===== src/rtl/outctl_pkg.sv =====
package outctl_pkg;
  parameter int unsigned FRAME_W = 16;
  parameter int unsigned DATA_W  = 12;
  parameter int unsigned ADDR_W  = 3;
  parameter int unsigned N_HS    = 4;
  parameter int unsigned WDS_W   = 2;
  localparam int unsigned N_OUT  = DATA_W;
  localparam int unsigned ADDR_LSB = DATA_W;
  localparam int unsigned TOG_BIT  = FRAME_W - 1;

  // value of word[14:12]
  typedef enum logic [ADDR_W-1:0] {
    ADR_MSG = 3'b000,
    ADR_DIR = 3'b100,
    ADR_FUN = 3'b010,
    ADR_WDC = 3'b110,
    ADR_OLC = 3'b001,
    ADR_ILC = 3'b101,
    ADR_NUL = 3'b011,
    ADR_TST = 3'b111
  } addr_e;

  typedef struct packed {
    logic [DATA_W-1:0] msg;
    logic [DATA_W-1:0] dir;
    logic [DATA_W-1:0] fun;
    logic [WDS_W-1:0]  wd_sel;
    logic [N_HS-1:0]   hs_cfg;
    logic [DATA_W-1:0] ol;
    logic [DATA_W-1:0] ilim;
  } cfg_t;
endpackage


===== src/rtl/outctl_spi_rx.sv =====
module outctl_spi_rx
  import outctl_pkg::*;
#(
  parameter int unsigned FW = FRAME_W
) (
  input  logic          clk_i,
  input  logic          rst_ni,
  input  logic          sclk_i,
  input  logic          cs_ni,
  input  logic          mosi_i,
  output logic          vld_o,
  output logic [FW-1:0] word_o
);
  localparam int unsigned CNT_W = $clog2(FW + 2);
  localparam logic [CNT_W-1:0] CNT_FULL = CNT_W'(FW);
  localparam logic [CNT_W-1:0] CNT_SAT  = CNT_W'(FW + 1);

  logic [1:0]       sclk_ff, cs_ff, mosi_ff;
  logic             sclk_d, cs_d;
  logic [FW-1:0]    shift_q;
  logic [CNT_W-1:0] cnt_q;

  wire sclk_rise = sclk_ff[1] & ~sclk_d;
  wire cs_fall   = cs_d & ~cs_ff[1];
  wire cs_rise   = ~cs_d & cs_ff[1];

  always_ff @(posedge clk_i or negedge rst_ni) begin
    if (!rst_ni) begin
      sclk_ff <= '0;
      cs_ff   <= '1;
      mosi_ff <= '0;
      sclk_d  <= 1'b0;
      cs_d    <= 1'b1;
      shift_q <= '0;
      cnt_q   <= '0;
      vld_o   <= 1'b0;
      word_o  <= '0;
    end else begin
      sclk_ff <= {sclk_ff[0], sclk_i};
      cs_ff   <= {cs_ff[0], cs_ni};
      mosi_ff <= {mosi_ff[0], mosi_i};
      sclk_d  <= sclk_ff[1];
      cs_d    <= cs_ff[1];
      vld_o   <= 1'b0;
      if (cs_fall) begin
        cnt_q <= '0;
      end else if (!cs_ff[1] && sclk_rise) begin
        shift_q <= {shift_q[FW-2:0], mosi_ff[1]};
        if (cnt_q != CNT_SAT) cnt_q <= cnt_q + 1'b1;
      end
      if (cs_rise) begin
        if (cnt_q == CNT_FULL) begin
          vld_o  <= 1'b1;
          word_o <= shift_q;
        end
        cnt_q <= '0;
      end
    end
  end
endmodule


===== src/rtl/outctl_regs.sv =====
module outctl_regs
  import outctl_pkg::*;
(
  input  logic               clk_i,
  input  logic               rst_ni,
  input  logic               vld_i,
  input  logic [FRAME_W-1:0] word_i,
  output cfg_t               cfg_o,
  output logic               frame_o,
  output logic               wd_bit_o
);
  logic [DATA_W-1:0] data;
  addr_e             addr;

  assign data = word_i[DATA_W-1:0];
  assign addr = addr_e'(word_i[ADDR_LSB +: ADDR_W]);

  always_ff @(posedge clk_i or negedge rst_ni) begin
    if (!rst_ni) begin
      cfg_o     <= '0;
      cfg_o.dir <= '1;
      frame_o   <= 1'b0;
      wd_bit_o  <= 1'b0;
    end else begin
      frame_o <= vld_i;
      if (vld_i) begin
        wd_bit_o <= word_i[TOG_BIT];
        unique case (addr)
          ADR_MSG: cfg_o.msg  <= data;
          ADR_DIR: cfg_o.dir  <= data;
          ADR_FUN: cfg_o.fun  <= data;
          ADR_WDC: begin
            cfg_o.wd_sel <= data[N_HS +: WDS_W];
            cfg_o.hs_cfg <= data[N_HS-1:0];
          end
          ADR_OLC: cfg_o.ol   <= data;
          ADR_ILC: cfg_o.ilim <= data;
          default: ;
        endcase
      end
    end
  end
endmodule


===== src/rtl/outctl_mix.sv =====
module outctl_mix
  import outctl_pkg::*;
#(
  parameter int unsigned NO = N_OUT,
  parameter int unsigned NH = N_HS
) (
  input  logic          clk_i,
  input  logic          rst_ni,
  input  logic [NH-1:0] dhs_i,
  input  logic          dls_i,
  input  logic [NO-1:0] msg_i,
  input  logic [NO-1:0] dir_i,
  input  logic [NO-1:0] fun_i,
  output logic [NH:0]   pin_s_o,
  output logic [NO-1:0] out_o
);
  logic [NH:0]   pin_ff1;
  logic [NO-1:0] nxt;

  always_ff @(posedge clk_i or negedge rst_ni) begin
    if (!rst_ni) begin
      pin_ff1 <= '0;
      pin_s_o <= '0;
    end else begin
      pin_ff1 <= {dls_i, dhs_i};
      pin_s_o <= pin_ff1;
    end
  end

  for (genvar i = 0; i < NO; i++) begin : g_ch
    logic pin;
    if (i < NH) begin : g_hs
      assign pin = pin_s_o[i];
    end else begin : g_ls
      assign pin = pin_s_o[NH];
    end
    // dir=1: pin ignored; fun=1: AND, fun=0: OR
    assign nxt[i] = dir_i[i] ? msg_i[i]
                  : (fun_i[i] ? (msg_i[i] & pin) : (msg_i[i] | pin));
  end

  always_ff @(posedge clk_i or negedge rst_ni) begin
    if (!rst_ni) out_o <= '0;
    else         out_o <= nxt;
  end
endmodule


===== src/rtl/outctl_spi.sv =====
module outctl_spi
  import outctl_pkg::*;
(
  input  logic                clk_i,
  input  logic                rst_ni,
  input  logic                sclk_i,
  input  logic                cs_ni,
  input  logic                mosi_i,
  input  logic [N_HS-1:0]     dhs_i,
  input  logic                dls_i,
  output logic [N_HS-1:0]     hs_o,
  output logic [N_OUT-N_HS-1:0] ls_o,
  output logic [WDS_W-1:0]    wd_sel_o,
  output logic [N_HS-1:0]     hs_cfg_o,
  output logic [DATA_W-1:0]   ol_cfg_o,
  output logic [DATA_W-1:0]   ilim_cfg_o,
  output logic                frame_o,
  output logic                wd_bit_o
);
  logic               rx_vld;
  logic [FRAME_W-1:0] rx_word;
  cfg_t               cfg;
  logic [N_HS:0]      pin_s;
  logic [N_OUT-1:0]   out_q;

  outctl_spi_rx #(.FW(FRAME_W)) u_rx (
    .clk_i, .rst_ni, .sclk_i, .cs_ni, .mosi_i,
    .vld_o(rx_vld), .word_o(rx_word)
  );

  outctl_regs u_regs (
    .clk_i, .rst_ni, .vld_i(rx_vld), .word_i(rx_word),
    .cfg_o(cfg), .frame_o, .wd_bit_o
  );

  outctl_mix #(.NO(N_OUT), .NH(N_HS)) u_mix (
    .clk_i, .rst_ni, .dhs_i, .dls_i,
    .msg_i(cfg.msg), .dir_i(cfg.dir), .fun_i(cfg.fun),
    .pin_s_o(pin_s), .out_o(out_q)
  );

  assign hs_o       = out_q[N_HS-1:0];
  assign ls_o       = out_q[N_OUT-1:N_HS];
  assign wd_sel_o   = cfg.wd_sel;
  assign hs_cfg_o   = cfg.hs_cfg;
  assign ol_cfg_o   = cfg.ol;
  assign ilim_cfg_o = cfg.ilim;
endmodule


===== config.mk =====
export PLATFORM = sky130hd
export DESIGN_NAME = outctl_spi
export DESIGN_NICKNAME = d
export VERILOG_FILES = /design/src/rtl/outctl_pkg.sv /design/src/rtl/outctl_spi_rx.sv /design/src/rtl/outctl_regs.sv /design/src/rtl/outctl_mix.sv /design/src/rtl/outctl_spi.sv
export SDC_FILE = /design/constraint.sdc
export NUM_CORES = 1
export LEC_CHECK = 0
export BUFFER_PORTS_ARGS = -buffer_cell sky130_fd_sc_hd__buf_2
export CAP_MARGIN = 20
export CORE_ASPECT_RATIO = 0.7
export CORE_MARGIN = 1
export CORE_UTILIZATION = 26
export CTS_CLUSTER_DIAMETER = 50
export DETAILED_ROUTE_END_ITERATION = 7
export MAX_ROUTING_LAYER = met4
export PLACE_DENSITY = 0.54
export SLEW_MARGIN = 20
export SYNTH_ARGS = -nofsm -noshare
export SYNTH_HDL_FRONTEND = slang
export SYNTH_SLANG_ARGS = --single-unit

===== constraint.sdc =====
create_clock -name clk_i -period 3.96 [get_ports clk_i]
set_clock_uncertainty 0.05 [all_clocks]
set_input_delay 1.188 -clock clk_i [delete_from_list [all_inputs] [get_ports clk_i]]
set_output_delay 1.188 -clock clk_i [all_outputs]
set_load 0.005 [all_outputs]

==> impl_metrics.csv <==
group,metric,value,unit
outcome,status,"complete, no violations",
floorplan,die_height,122,microns
logic_synthesis,yosysMostFrequentCell,"dfrtp_1",
critical_path,worst-path-max-fanout,2,
global_routing,grt_max_degree,88,
logic_synthesis,syn-num-nets,399,
global_routing,grt-ovfl-total,0,
logic_synthesis,async_reset_ff_frac,1.00,
timing,fmax,459,MHz
timing,maxSlewHeadroom,0.346,
timing,rsz0062_at_grt,"no",
timing,finalCritPeriodShare,0.550,
power_and_ir_drop,ir_worst_vdd,0.272,mV
critical_path,worstSetupPathType,"reg -> out",
final_layout,layout-drive-gt1-share,0.446,
routing,vias,2950,
power_and_ir_drop,power_density,514,nW/um^2
logic_synthesis,syn_area,5330,sq um
global_routing,grt_pass1_vias,3056,
power_and_ir_drop,p_switching,652,uW
cts,post_cts_buffers,0,
global_routing,antenna_found_initial,0,
power_and_ir_drop,seqPwrFrac,0.442,
final_layout,n_antenna_cell,0,
power_and_ir_drop,comb_power_share,0.023,
critical_path,required,2720,ps
logic_synthesis,synth.largest_area_cell,"dfrtp_1",
final_layout,area_growth_syn_to_layout,19.8,%
min_path,hp-class,"reg -> reg",
cts,htreeDepth,4,
cts,cts_resized,0,
power_and_ir_drop,p_leak,3.08,nW
place,port_buffers,53,
logic_synthesis,ys_seq_elements,136,
timing,finalSetupTns,0,ps
routing,drc_errors,0,
cts,clock-sinks,136,
floorplan,rows,43,
global_routing,grt_pass1_wl,16.3,mm
logic_synthesis,syn_inst,386,
critical_path,path_cells,"buf_2",
routing,ant_nets,0,
logic_synthesis,synth_flop_cell,"dfrtp_1",
cts,cts_made_buffers,17,
floorplan,initial_utilization,0.267,
cts,cts_buffer_depth,2,
routing,wl,10.0,mm
logic_synthesis,synthTopCellsByCount,"dfrtp_1 (121), mux2_2 (87), o21ai_0 (36), buf_4 (31), nand2_1 (27)",
critical_path,startpoint_type,"flop",
routing,drtPass1Iterations,5,
place,place_congestion,0.737,
routing,wire_per_inst,14.1,microns
cts,cts_root_buffer,"clkbuf_16",
critical_path,cpPeakStageDelay,390,ps
flow_run,cap_violations,0,
logic_synthesis,ys_seq_area_frac,0.642,
logic_synthesis,yosysWarnings,0,
floorplan,coreArea,20000,sq um
cts,tritoncts,"done",
floorplan,top_level_ports,54,
logic_synthesis,synth_area_leaders,"dfrtp_1 (57%), mux2_2 (18%), dfstp_2 (7.4%)",
final_layout,final_area,6390,sq um
logic_synthesis,ys_types,32,
timing,period_minus_slack,2180,ps
power_and_ir_drop,p_clk_frac,0.535,
timing,tightest_slew,975,ps
logic_synthesis,syn_avg_cell_area,13.8,sq um
power_and_ir_drop,switching_share,0.198,
cts,cts-hold-fix-buffers,0,
routing,drt_iter0_markers,156,
floorplan,fp.dieArea,21100,sq um
logic_synthesis,synth_edf_count,0,
place,dp_hpwl,6.60,mm
timing,hold_viol_final,0,
timing,setup-violations-final,0,
critical_path,crit_family,"flip-flops",
logic_synthesis,yosysTopAreaCellShare,0.568,
final_layout,final_nets,437,
routing,drt-vias-per-instance,4.17,
power_and_ir_drop,internal-power,2.63,mW
critical_path,cp-end-kind,"output pin",
cts,path_clk_slew,60,ps
global_routing,grt.total_usage,0.107,
timing,slew_viol_final,0,
critical_path,slowest_stage,"dfrtp_1",
place,placed_area,5720,sq um
cts,clock_latency,410,ps
floorplan,die_w,173,microns
critical_path,cp_data_arrival_time,940,ps
critical_path,path_buf_inv,1,
area by class of cell:
type / count / area (sq um)
Fill cell: 1974 / 13600
Sequential cell: 136 / 3420
Multi-Input combinational cell: 194 / 1590
Clock buffer: 22 / 474
Tap cell: 270 / 338
Timing Repair Buffer: 59 / 317
Clock inverter: 10 / 190
Inverter: 16 / 60.1
power groups by stage:
| stage | Combinational (mW) | Clock, mW | Sequential [mW] |
|---|---|---|---|
| floorplan | 0.0336 | 0 | 1.47 |
| global placement | 0.0771 | 0 | 1.48 |
| detailed placement | 0.0796 | 0 | 1.48 |
| CTS | 0.0799 | 1.80 | 1.45 |
| global route | 0.0882 | 1.86 | 1.46 |
| finish | 0.0762 | 1.76 | 1.45 |
cells in the final DEF, fill, tap and decap left out, types with 2 or more instances in the layout:
| cell | netlist | final |
|---|---|---|
| dfrtp_1 | 121 | 121 |
| mux2_2 | 87 | 87 |
| buf_2 | 6 | 52 |
| o21ai_0 | 36 | 36 |
| nand2_1 | 27 | 27 |
| clkbuf_16 | 0 | 17 |
| inv_1 | 16 | 16 |
| dfstp_2 | 15 | 15 |
| nor2_1 | 13 | 13 |
| buf_4 | 31 | 6 |
| bufinv_16 | 0 | 5 |
| o211ai_1 | 4 | 4 |
| nand4b_1 | 3 | 3 |
| ha_1 | 3 | 3 |
| clkbuf_8 | 0 | 3 |
| nand2b_1 | 2 | 2 |
| o31ai_1 | 2 | 2 |
| nand3_1 | 2 | 2 |
| clkbuf_1 | 2 | 2 |
| inv_6 | 0 | 2 |
| clkinv_4 | 0 | 2 |
kinds of logic after synthesis:
family,share of synthesized area
xor gates and xnor gates,0.00164
DFF,0.642
AOI/OAI and AO/OA,0.0462
and+or+nand+nor,0.0570
muxes,0.184
buffers and inverters,0.0626
adders and majority gates,0.00704
per-layer routing:
layer | wire length, microns | track usage
met3 | 346 | 0.0340
met2 | 4290 | 0.147
met4 | 125 | 0.0415
met5 | 0 | -
met1 | 5240 | 0.144
path summary, 6_finish.rpt:
path                                              from                            to  slack (ps)  cells past startpoint
setup reg to reg           u_rx.word_o[13]$_DFFE_PN0P_  u_regs.cfg_o[10]$_DFFE_PN0P_        1900                      2
setup / recovery           u_regs.cfg_o[0]$_DFFE_PN0P_                 ilim_cfg_o[0]        1780                      1
min in group asynchronous                       rst_ni    u_mix.pin_ff1[4]$_DFF_PN0_         750                      1
hold / removal               u_rx.mosi_ff[0]$_DFF_PN0_     u_rx.mosi_ff[1]$_DFF_PN0_         300                      0
max in group asynchronous                       rst_ni       u_rx.cs_ff[1]$_DFF_PN1_        2260                      2
hold reg to reg              u_rx.mosi_ff[0]$_DFF_PN0_     u_rx.mosi_ff[1]$_DFF_PN0_         300                      0
registers in the layout, summed over array words and instances (netlist names), 2 cells and up:
signal / count
u_mix.pin_s_o: 5
u_rx.mosi_ff: 2
u_rx.cnt_q: 5
u_mix.out_o: 12
u_rx.shift_q: 16
u_rx.sclk_ff: 2
u_rx.cs_ff: 2
u_regs.cfg_o: 66
u_rx.word_o: 16
u_mix.pin_ff1: 5
through the flow:
step | utilization | instances | setup WS [ps] | hold slack, ps | total power, mW
after global placement | 0.287 | 675 | 1820 | 285 | 1.55
after floorplan | - | 386 | 2220 | 281 | 1.50
final | 0.320 | 707 | 1780 | 296 | 3.29
after detailed placement | 0.287 | 675 | 1790 | 285 | 1.56
after global routing | 0.320 | 707 | 1720 | 303 | 3.41
after CTS | 0.320 | 707 | 1750 | 297 | 3.33
No activity file was read; power rests on OpenSTA's default activity.
